--- src/rtl/pwm_pkg.sv ---
package pwm_pkg;

  localparam int TIMER_BITS = 8;
  localparam int FINE_BITS  = 2;
  localparam int PRE_LOG    = 2;

  // Control-to-datapath strobes
  typedef struct packed {
    logic run;    // time base is counting
    logic carry;  // fine count wraps on this edge, timer advances
  } pwmStrobe_t;

endpackage

--- src/rtl/pwm_control.sv ---
module pwm_control
  import pwm_pkg::*;
#(
  parameter int FINE_W = FINE_BITS,
  parameter int PRE_L  = PRE_LOG
) (
  input  logic              clk,
  input  logic              rstN,
  input  logic              enable,
  input  logic [1:0]        preSel,
  output logic [FINE_W-1:0] fineCnt,
  output pwmStrobe_t        strobe
);

  localparam int PRE_W = 2 * PRE_L;
  localparam logic [FINE_W-1:0] FINE_MAX = '1;

  logic [PRE_W-1:0] preCnt;
  logic [PRE_W-1:0] preLimit;
  logic             tick;

  // Last prescaler count before a fine step
  always_comb begin
    case (preSel)
      2'b00:   preLimit = '0;
      2'b01:   preLimit = PRE_W'((1 << PRE_L) - 1);
      default: preLimit = '1;
    endcase
  end

  assign tick = (preCnt >= preLimit);

  always_ff @(posedge clk or negedge rstN) begin
    if (!rstN) begin
      preCnt <= '0;
    end else if (!enable || tick) begin
      preCnt <= '0;
    end else begin
      preCnt <= preCnt + 1'b1;
    end
  end

  always_ff @(posedge clk or negedge rstN) begin
    if (!rstN) begin
      fineCnt <= '0;
    end else if (!enable) begin
      fineCnt <= '0;
    end else if (tick) begin
      fineCnt <= fineCnt + 1'b1;
    end
  end

  assign strobe.run   = enable;
  assign strobe.carry = enable && tick && (fineCnt == FINE_MAX);

  AST_FINE_HOLD: assert property (@(posedge clk) disable iff (!rstN)
    (enable && !tick) |=> $stable(fineCnt));

  AST_IDLE_CLEAR: assert property (@(posedge clk) disable iff (!rstN)
    !enable |=> (fineCnt == '0 && preCnt == '0));

endmodule

--- src/rtl/pwm_datapath.sv ---
module pwm_datapath
  import pwm_pkg::*;
#(
  parameter int TMR_W  = TIMER_BITS,
  parameter int FINE_W = FINE_BITS
) (
  input  logic              clk,
  input  logic              rstN,
  input  pwmStrobe_t        strobe,
  input  logic [FINE_W-1:0] fineCnt,
  input  logic              periodWr,
  input  logic [TMR_W-1:0]  periodData,
  input  logic              dutyWr,
  input  logic [TMR_W+FINE_W-1:0] dutyData,
  output logic              pwmOut
);

  localparam int DUTY_W = TMR_W + FINE_W;

  logic [TMR_W-1:0]  periodReg;
  logic [TMR_W-1:0]  timerCnt;
  logic [DUTY_W-1:0] masterDuty;
  logic [DUTY_W-1:0] slaveDuty;
  logic [DUTY_W-1:0] timeBase;
  logic              armed;
  logic              boundary;

  assign boundary = strobe.carry && (timerCnt == periodReg);
  assign timeBase = {timerCnt, fineCnt};

  always_ff @(posedge clk or negedge rstN) begin
    if (!rstN) begin
      periodReg <= '0;
    end else if (periodWr) begin
      periodReg <= periodData;
    end
  end

  // Host-side duty buffer
  always_ff @(posedge clk or negedge rstN) begin
    if (!rstN) begin
      masterDuty <= '0;
    end else if (dutyWr) begin
      masterDuty <= dutyData;
    end
  end

  // Active compare value, loaded only at a period boundary
  always_ff @(posedge clk or negedge rstN) begin
    if (!rstN) begin
      slaveDuty <= '0;
    end else if (boundary) begin
      slaveDuty <= masterDuty;
    end
  end

  always_ff @(posedge clk or negedge rstN) begin
    if (!rstN) begin
      timerCnt <= '0;
    end else if (!strobe.run || boundary) begin
      timerCnt <= '0;
    end else if (strobe.carry) begin
      timerCnt <= timerCnt + 1'b1;
    end
  end

  // Set at the first boundary after enable, cleared when idle
  always_ff @(posedge clk or negedge rstN) begin
    if (!rstN) begin
      armed <= 1'b0;
    end else if (!strobe.run) begin
      armed <= 1'b0;
    end else if (boundary) begin
      armed <= 1'b1;
    end
  end

  assign pwmOut = armed && (timeBase < slaveDuty);

  AST_SLAVE_HOLD: assert property (@(posedge clk) disable iff (!rstN)
    !boundary |=> $stable(slaveDuty));

  AST_SLAVE_LOAD: assert property (@(posedge clk) disable iff (!rstN)
    boundary |=> (slaveDuty == $past(masterDuty)));

  AST_WRAP_CLEAR: assert property (@(posedge clk) disable iff (!rstN)
    boundary |=> (timerCnt == '0));

  AST_ZERO_LOW: assert property (@(posedge clk) disable iff (!rstN)
    (slaveDuty == '0) |-> !pwmOut);

  AST_IDLE_LOW: assert property (@(posedge clk) disable iff (!rstN)
    !strobe.run |=> !pwmOut);

endmodule

--- src/rtl/pwm_gen.sv ---
module pwm_gen
  import pwm_pkg::*;
#(
  parameter int TMR_W  = TIMER_BITS,
  parameter int FINE_W = FINE_BITS,
  parameter int PRE_L  = PRE_LOG
) (
  input  logic                    clk,
  input  logic                    rstN,
  input  logic                    enable,
  input  logic [1:0]              preSel,
  input  logic                    periodWr,
  input  logic [TMR_W-1:0]        periodData,
  input  logic                    dutyWr,
  input  logic [TMR_W+FINE_W-1:0] dutyData,
  output logic                    pwmOut
);

  pwmStrobe_t        strobe;
  logic [FINE_W-1:0] fineCnt;

  pwm_control #(
    .FINE_W (FINE_W),
    .PRE_L  (PRE_L)
  ) uControl (
    .clk     (clk),
    .rstN    (rstN),
    .enable  (enable),
    .preSel  (preSel),
    .fineCnt (fineCnt),
    .strobe  (strobe)
  );

  pwm_datapath #(
    .TMR_W  (TMR_W),
    .FINE_W (FINE_W)
  ) uDatapath (
    .clk        (clk),
    .rstN       (rstN),
    .strobe     (strobe),
    .fineCnt    (fineCnt),
    .periodWr   (periodWr),
    .periodData (periodData),
    .dutyWr     (dutyWr),
    .dutyData   (dutyData),
    .pwmOut     (pwmOut)
  );

endmodule

--- config.mk ---
export PLATFORM = sky130hd
export DESIGN_NAME = pwm_gen
export DESIGN_NICKNAME = d
export VERILOG_FILES = /design/src/rtl/pwm_pkg.sv /design/src/rtl/pwm_control.sv /design/src/rtl/pwm_datapath.sv /design/src/rtl/pwm_gen.sv
export SDC_FILE = /design/constraint.sdc
export NUM_CORES = 1
export LEC_CHECK = 0
export ABC_CLOCK_PERIOD_IN_PS = 6710
export BUFFER_PORTS_ARGS = -buffer_cell sky130_fd_sc_hd__buf_4
export CAP_MARGIN = 20
export CORE_MARGIN = 4
export CORE_UTILIZATION = 40
export DETAILED_ROUTE_END_ITERATION = 10
export GPL_ROUTABILITY_DRIVEN = 1
export MAX_ROUTING_LAYER = met4
export PLACE_DENSITY = 0.58
export REMOVE_ABC_BUFFERS = 1
export SYNTH_ARGS = -nofsm -noshare
export SYNTH_HDL_FRONTEND = slang
export SYNTH_HIERARCHICAL = 1
export SYNTH_SLANG_ARGS = --single-unit
export TNS_END_PERCENT = 50
--- constraint.sdc ---
create_clock -name clk -period 6.71 [get_ports clk]
set_input_delay 1.0065 -clock clk [delete_from_list [all_inputs] [get_ports clk]]
set_output_delay 1.0065 -clock clk [all_outputs]
set_load 0.01 [all_outputs]
==> results.tsv, run 1 <==
stage	metric	value	unit
sta	RSZ-0062 raised after global routing	false	
drt	Pre-antenna DRT Iters	3	
critical_path	worst setup path class	in -> reg	
power	Worst VDD drop	87.7	uV
synth	mux contribution to synthesized area	16.7	%
clock_network	H-tree lvl count	2	
drt	Wirelength per Cell	13.6	um
critical_path	CP required	6.89	ns
critical_path	Crit Path Max Fanout	9	
synth	distinct cell type count after synthesis	37	
sta	final clock skew	0.00886	ns
floorplanning	Placeable Area	5240	um^2
floorplanning	initial core utilization	42.3	%
drt	vias	1358	
global_routing	global-route wire length before repair	6480	um
clock_network	TritonCTS clock tree	built	
power	Leakage Power	0.00116	uW
global_routing	largest net degree at the start of global routing	44	
drt	Post-DRT Antenna Nets	0	
drt	First DRT Iteration DRCs	87	
synth	Synth Area in Adders	9.03	%
min_path	HP Start	uControl/preCnt[0]$_DFF_PN0_	
synth	mapped cell area	2220	um^2
synth	largest family of logic cells by synthesized area	multiplexers	
clock_network	Clock transition at path regs	0.07	ns
sta	final hold viol count	0	
critical_path	r2r setup slk	4.09	ns
clock_network	CTS Buffer Depth	2	
critical_path	worst path arrival time	3.47	ns
min_path	Hold Crit Depth	1	
final_layout	post-layout util	48.9	%
min_path	Min-Delay Path Class	reg -> reg	
final_layout	Register Area	1080	um^2
synth	simple-gate area share of the yosys netlist	9.54	%
global_routing	All-Layer GR Usage	13.3	%
critical_path	R2R depth	10	
synth	xor/xnor cell area share of the yosys netlist	6.72	%
sta	Slew headroom	63.7	%
clock_network	worst-skew pair later-pin latency	0.29	ns
clock_network	Sinks on Clock Net	43	
clock_network	post-cts gate resize count	0	
global_routing	initial antenna violation count	0	
placement	Placer Congestion	0.802	
synth	Post-Syn Area per Cell	12.4	um^2
sta	Tcrit/Tclk final	49.1	%
critical_path	reg2reg start	uControl/preCnt[0]$_DFF_PN0_	
min_path	Hold EP	uControl/preCnt[0]$_DFF_PN0_	
final_layout	Fillers	493	
drt	final WL	3770	um
sta	f_max	0.304	GHz
clock_network	CTS Buf Count	5	
clock_network	Clk Tree Root Cell	clkbuf_8	
critical_path	crit end category	register	
synth	Ys Warns	6	
synth	area leader, netlist	dfrtp_1	
synth	Compound-Gate Fraction of Synth Area	5.70	%
final_layout	final net count	248	
synth	#FFs+latches synth	43	
sta	setup_tns	0	ns
clock_network	Post-CTS Setup Inserts	0	
sta	final setup vio count	0	
synth	cells after synthesis	179	
power	Design Power	505	uW
placement	dpl ws	2.66	ns
critical_path	RR Endpoint	uDatapath/slaveDuty[7]$_DFFE_PN0P_	
clock_network	CTS Hold Bufs	0	
final_layout	multi-input logic area	1060	um^2
final_layout	layout cell share with drive strength beyond 1	33.8	%
final_layout	area grow syn2layout	15.5	%
synth	Synth top area share	48.6	%
run_status	status	finished, final reports clean	
synth	ranking of synthesized cells by area	dfrtp_1 (49%), mux2_2 (9.7%), ha_1 (9.0%), mux2_4 (6.1%), xnor2_1 (5.1%)	
synth	sequential area share after synthesis	48.6	%
sta	Final Worst Setup Slack	3.42	ns
sta	minimum clock period	3.29	ns
floorplanning	IO Count	26	
critical_path	crit path launch type	input port	
placement	HPWL after DPL	2870	um
drt	Vias/cell	4.90	
sta	max-slew violation count	0	
run	Max-Cap Viols	0	
floorplanning	die height	82.4	um
sta	worst slew pin tran	0.544	ns
final_layout	Antenna Cells	0	
drt	# DRC	0	
placement	Port Buffers	25	
global_routing	vias in the first global route	1432	
global_routing	GRT overflow	0	
floorplanning	Die ar.	6790	um^2
floorplanning	num rows	26	
power	Power Dens Cells	197	nW/um^2
floorplanning	Die Width	82.4	um
## synthesized netlist by cell type (all sizes together)
cell	count
a2111oi	2
a21o	1
inv	14
or3	1
clkbuf	2
o21ai	4
o21a	2
and3	1
buf	3
o31ai	1
mux2i	2
nor2	16
nand3	2
a21oi	3
nor3	2
a21boi	1
nand4b	1
nand2b	2
nand2	9
or2	1
xor2	4
nand4	5
ha	16
mux2	28
dfrtp	43
xnor2	13
## cells by family after synthesis
group / count (synthesis)
AND/OR/NAND/NOR: 40
adder cells (fa/ha/maj): 16
flip-flops: 43
buffers and inverters: 19
XOR/XNOR: 17
multiplexers: 30
AO/OA/AOI/OAI: 14
## metal layers
metal / track usage (%) / vias to the layer above / wire, um
met2: 21.4 / 22 / 1870
li1: - / 666 / -
met4: 5.48 / 0 / 65
met3: 3.90 / 6 / 152
met1: 15.5 / 664 / 1680
met5: - / - / 0
## sequential cells by signal (all words and copies together), names as in the netlist
| register | flops |
|---|---|
| uDatapath/slaveDuty | 10 |
| uDatapath/masterDuty | 10 |
| uControl/fineCnt | 2 |
| uDatapath/armed | 1 |
| uDatapath/timerCnt | 8 |
| uDatapath/periodReg | 8 |
| uControl/preCnt | 4 |
## through the flow
| stage | area (um^2) | hold slack, ns | cells |
|---|---|---|---|
| after global routing | 2560 | 0.523 | 277 |
| final | 2560 | 0.497 | 277 |
| after CTS | 2550 | 0.501 | 276 |
| after detailed placement | 2460 | 0.491 | 269 |
| after global placement | 2460 | 0.477 | 269 |
| after floorplan | 2180 | 0.451 | 174 |
## cell usage in the layout (no fill, tap or decap), drive strengths merged, types with 3 or more instances in the layout
master,Yosys,layout
mux2,28,28
buf,3,26
dfrtp,43,43
inv,14,14
xnor2,13,13
xor2,4,4
nand4,5,5
clkbuf,2,6
a21oi,3,3
nand2,9,9
nor2,16,16
ha,16,16
o21ai,4,4
## critical path, stage by stage
cell       delay (ns)
buf_4            0.11
or2_2            0.30
ha_1             0.28
nand2b_4         0.12
a2111oi_4        0.08
nor2_2           0.14
and3_1           0.30
nand2_1          0.16
nor3_2           0.40
buf_6            0.23
mux2_2           0.34
## worst max-delay path by stage
stage                                               endpoint       from  depth (start not counted)
after CTS                 uDatapath/slaveDuty[7]$_DFFE_PN0P_  preSel[1]                         10
after detailed placement  uDatapath/slaveDuty[7]$_DFFE_PN0P_  preSel[1]                         10
after global placement    uDatapath/slaveDuty[7]$_DFFE_PN0P_  preSel[1]                         10
after floorplan           uDatapath/slaveDuty[7]$_DFFE_PN0P_  preSel[1]                          9
final                     uDatapath/slaveDuty[7]$_DFFE_PN0P_  preSel[1]                         11
after global routing      uDatapath/slaveDuty[7]$_DFFE_PN0P_  preSel[1]                         11
## area by class of cell
cell class                 count  area share, %
clock inverter                 1          0.196
clock buffer                   6           3.23
multi-input combinational    117           41.3
sequential                    43           42.1
timing repair buffer          26           7.78
inverter                      14           2.05
tap                           70           3.42
## report_power, final
group	leakage, uW	total [uW]	internal [uW]	switching [uW]
clock	0.0000470	161	80.7	80.4
combinational	0.000551	61.2	34.6	26.6
sequential	0.000557	282	273	9.29
Power figures use the tool's default switching activity.
==> run 2: changes to the inputs <==
--- a/config.mk
+++ b/config.mk
@@ -5,7 +5,8 @@
 export SDC_FILE = /design/constraint.sdc
 export NUM_CORES = 1
 export LEC_CHECK = 0
-export ABC_CLOCK_PERIOD_IN_PS = 6710
+export ABC_AREA = 1
+export ABC_CLOCK_PERIOD_IN_PS = 3200
 export BUFFER_PORTS_ARGS = -buffer_cell sky130_fd_sc_hd__buf_4
 export CAP_MARGIN = 20
 export CORE_MARGIN = 4
==> constraint.sdc (replaced) <==
create_clock -name clk -period 3.2 [get_ports clk]
set_input_delay 0.48 -clock clk [delete_from_list [all_inputs] [get_ports clk]]
set_output_delay 0.48 -clock clk [all_outputs]
set_load 0.01 [all_outputs]
==> run 2 against run 1 <==
Compared with the run above: area after synthesis grew 4.0%; largest power group unchanged; via count grew 25%; register-to-register slack lost 3.1 ns; sequential share of layout area shrank 1.4 points; cell count grew 33%; highest routed layer unchanged; first-iteration DRC count grew 23%; sequential cell count is the same; critical path depth grew 4; wire length grew 9.8%; synthesized cell count grew 49%; clock power grew 120%.
==> results.tsv, run 2 <==
stage	metric	value	unit
synth	area leader, netlist	dfrtp_1	
global_routing	All-Layer GR Usage	13.3	%
drt	Vias/cell	4.61	
power	Sequential Power Share	55.0	%
critical_path	crit path launch type	input port	
sta	worst hold margin	0.157	ns
synth	#FFs+latches synth	43	
floorplanning	Die ar.	7040	um^2
drt	# DRC	0	
synth	asr flop ratio synth	100	%
min_path	Min-Delay Path Class	in -> async	
sta	Slew headroom	47.3	%
placement	HPWL after DPL	3150	um
critical_path	CP peak stage delay	0.29	ns
synth	Synth top area share	46.7	%
run	Max-Cap Viols	0	
sta	final setup vio count	0	
sta	f_max	0.453	GHz
clock_network	CTS Buffer Depth	2	
power	Clk pwr share	33.1	%
clock_network	post-cts gate resize count	0	
floorplanning	die height	83.9	um
critical_path	RR Endpoint	uDatapath/timerCnt[6]$_DFFE_PN0P_	
global_routing	GRT overflow	0	
global_routing	initial antenna violation count	0	
final_layout	commonest non-fill, non-tap cell in the layout	nand2_1	
synth	top-count cell post-synth	nand2_1	
sta	worst slew pin tran	0.788	ns
floorplanning	initial core utilization	41.6	%
sta	final clock skew	0.00686	ns
power	switching share of power	26.9	%
clock_network	Post-CTS Setup Inserts	0	
clock_network	Sinks on Clock Net	43	
final_layout	Antenna Cells	0	
final_layout	area grow syn2layout	15.0	%
drt	Wirelength per Cell	11.2	um
power	Int Pwr	786	uW
critical_path	crit-path leading delay family	simple AND/OR/NAND/NOR gates	
run_status	status	finished, final reports clean	
floorplanning	Die Width	83.9	um
floorplanning	num rows	27	
power	NetSw	289	uW
drt	vias	1698	
synth	most frequent cells after synthesis	nand2_1 (70), dfrtp_1 (43), inv_1 (37)	
final_layout	most frequent cells in the layout	nand2_1 (70), dfrtp_1 (43), inv_1 (37)	
synth	ranking of synthesized cells by area	dfrtp_1 (47%), nand2_1 (11%), ha_1 (8.7%), inv_1 (6.0%), mux2_2 (4.9%)	
critical_path	worst path arrival time	2.39	ns
final_layout	biggest regs	uDatapath/masterDuty x10, uDatapath/slaveDuty x10	
clock_network	Clk Tree Root Cell	clkbuf_8	
critical_path	worst setup path class	in -> reg	
final_layout	final net count	336	
power	Leakage Power	0.00133	uW
synth	Post-synth top flop	dfrtp_1	
sta	setup_tns	0	ns
sta	minimum clock period	2.21	ns
floorplanning	Placeable Area	5540	um^2
synth	Post-synth EDFFs	0	
clock_network	CTS Buf Count	5	
floorplanning	IO Count	26	
placement	number of cells after detailed placement	360	
sta	RSZ-0062 raised after global routing	false	
clock_network	CTS Hold Bufs	0	
placement	Area after DPL	2560	um^2
critical_path	reg2reg start	uControl/preCnt[3]$_DFF_PN0_	
synth	Ys Warns	6	
critical_path	critical-path cell list	buf_4 > nor2_1 > inv_2 > ha_1 > nand4_1 > nand3_2 > nand2_1 > nor2_2 > inv_2 > a21oi_2 > nand2_1 > nor2_1 > nand3_1 > nand2_1 > nor2_1	
global_routing	vias in the first global route	1617	
power	Worst VDD drop	273	uV
critical_path	Worst path slowest cell	nand2_1	
clock_network	TritonCTS clock tree	built	
final_layout	Layout Cells excl Fill	368	
critical_path	CP required	3.38	ns
clock_network	H-tree lvl count	2	
global_routing	largest net degree at the start of global routing	44	
critical_path	CP bufs+invs	3	
sta	max-slew violation count	0	
synth	mapped cell area	2300	um^2
power	Power Dens Cells	405	nW/um^2
drt	Post-DRT Antenna Nets	0	
sta	final hold viol count	0	
synth	distinct cell type count after synthesis	26	
global_routing	global-route wire length before repair	7250	um
final_layout	layout cell share with drive strength beyond 1	19.6	%
placement	Port Buffers	25	
synth	sequential area share after synthesis	46.7	%
clock_network	Clock transition at path regs	0.09	ns
drt	Pre-antenna DRT Iters	4	
final_layout	fin area	2650	um^2
critical_path	Crit Path Max Fanout	8	
critical_path	R2R depth	12	
synth	cells after synthesis	267	
drt	final WL	4140	um
power	Comb pwr share	11.9	%
placement	Placer Congestion	0.725	
synth	Post-Syn Area per Cell	8.63	um^2
critical_path	crit end category	register	
critical_path	r2r setup slk	1.00	ns
sta	Tcrit/Tclk final	69.0	%
drt	First DRT Iteration DRCs	107	
clock_network	worst-skew pair later-pin latency	0.30	ns
-- run 2: cell count changes after synthesis, sizes merged, moves of 5 or more --
| cell | delta |
|---|---|
| mux2 | -18 |
| nand3 | +17 |
| o21ai | +5 |
| a21oi | +5 |
| nor2 | +8 |
| xnor2 | -11 |
| inv | +26 |
| nand2 | +64 |
-- run 2: area by class of cell --
cell class	instances	area, um^2
timing repair buffer	26	195
clock buffer	5	68.8
clock inverter	3	23.8
fill	567	2890
sequential	43	1080
multi-input combinational	178	1040
tap	72	90.1
inverter	41	155
-- run 2: through the flow --
step	util (%)	setup WS [ns]	power, uW
after detailed placement	46.2	0.669	731
after global placement	46.2	0.740	730
final	47.8	0.992	1070
after floorplan	-	0.808	673
after global routing	47.8	0.769	1140
after CTS	47.8	0.969	1090
-- run 2: power by group through the flow --
stage,clock [uW],combinational (uW),sequential [uW]
floorplan,0,77.0,596
global placement,0,129,601
detailed placement,0,130,601
CTS,372,131,591
global route,397,147,595
finish,356,128,591
-- run 2: worst register-to-register path: cells and delay by family (launching register included) --
kind / cells / cell delay [ns]
DFF: 1 / 0.40
buffers and inverters: 1 / 0.08
and+or+nand+nor: 9 / 1.11
adders and majority gates: 1 / 0.37
AOI/OAI and AO/OA: 1 / 0.12
-- run 2: logic make-up after synthesis --
family / count (synthesis) / share of synthesized area [%]
DFF: 43 / 46.7
buffers and inverters: 46 / 8.14
xor gates and xnor gates: 8 / 3.04
muxes: 10 / 4.89
AOI/OAI and AO/OA: 18 / 4.83
adders and majority gates: 16 / 8.69
and+or+nand+nor: 126 / 23.7
-- run 2: metal layers --
metal  up-vias  track usage (%)  wire [um]
li1        901                -          -
met1       761             17.2       2060
met5         -                -          0
met2        30             19.3       1760
met4         0             6.14         78
met3         6             3.65        234
-- run 2: how the worst max path moves through the flow --
| stage | depth (start not counted) | start | to | slack, ns |
|---|---|---|---|---|
| final | 15 | preSel[1] | uDatapath/timerCnt[6]$_DFFE_PN0P_ | 0.99 |
| after CTS | 6 | uDatapath/timerCnt[3]$_DFFE_PN0P_ | pwmOut | 0.97 |
| after floorplan | 14 | preSel[1] | uDatapath/timerCnt[0]$_DFFE_PN0P_ | 0.81 |
| after detailed placement | 15 | preSel[1] | uDatapath/timerCnt[6]$_DFFE_PN0P_ | 0.67 |
| after global routing | 15 | preSel[1] | uDatapath/timerCnt[6]$_DFFE_PN0P_ | 0.77 |
| after global placement | 15 | preSel[1] | uDatapath/timerCnt[5]$_DFFE_PN0P_ | 0.74 |
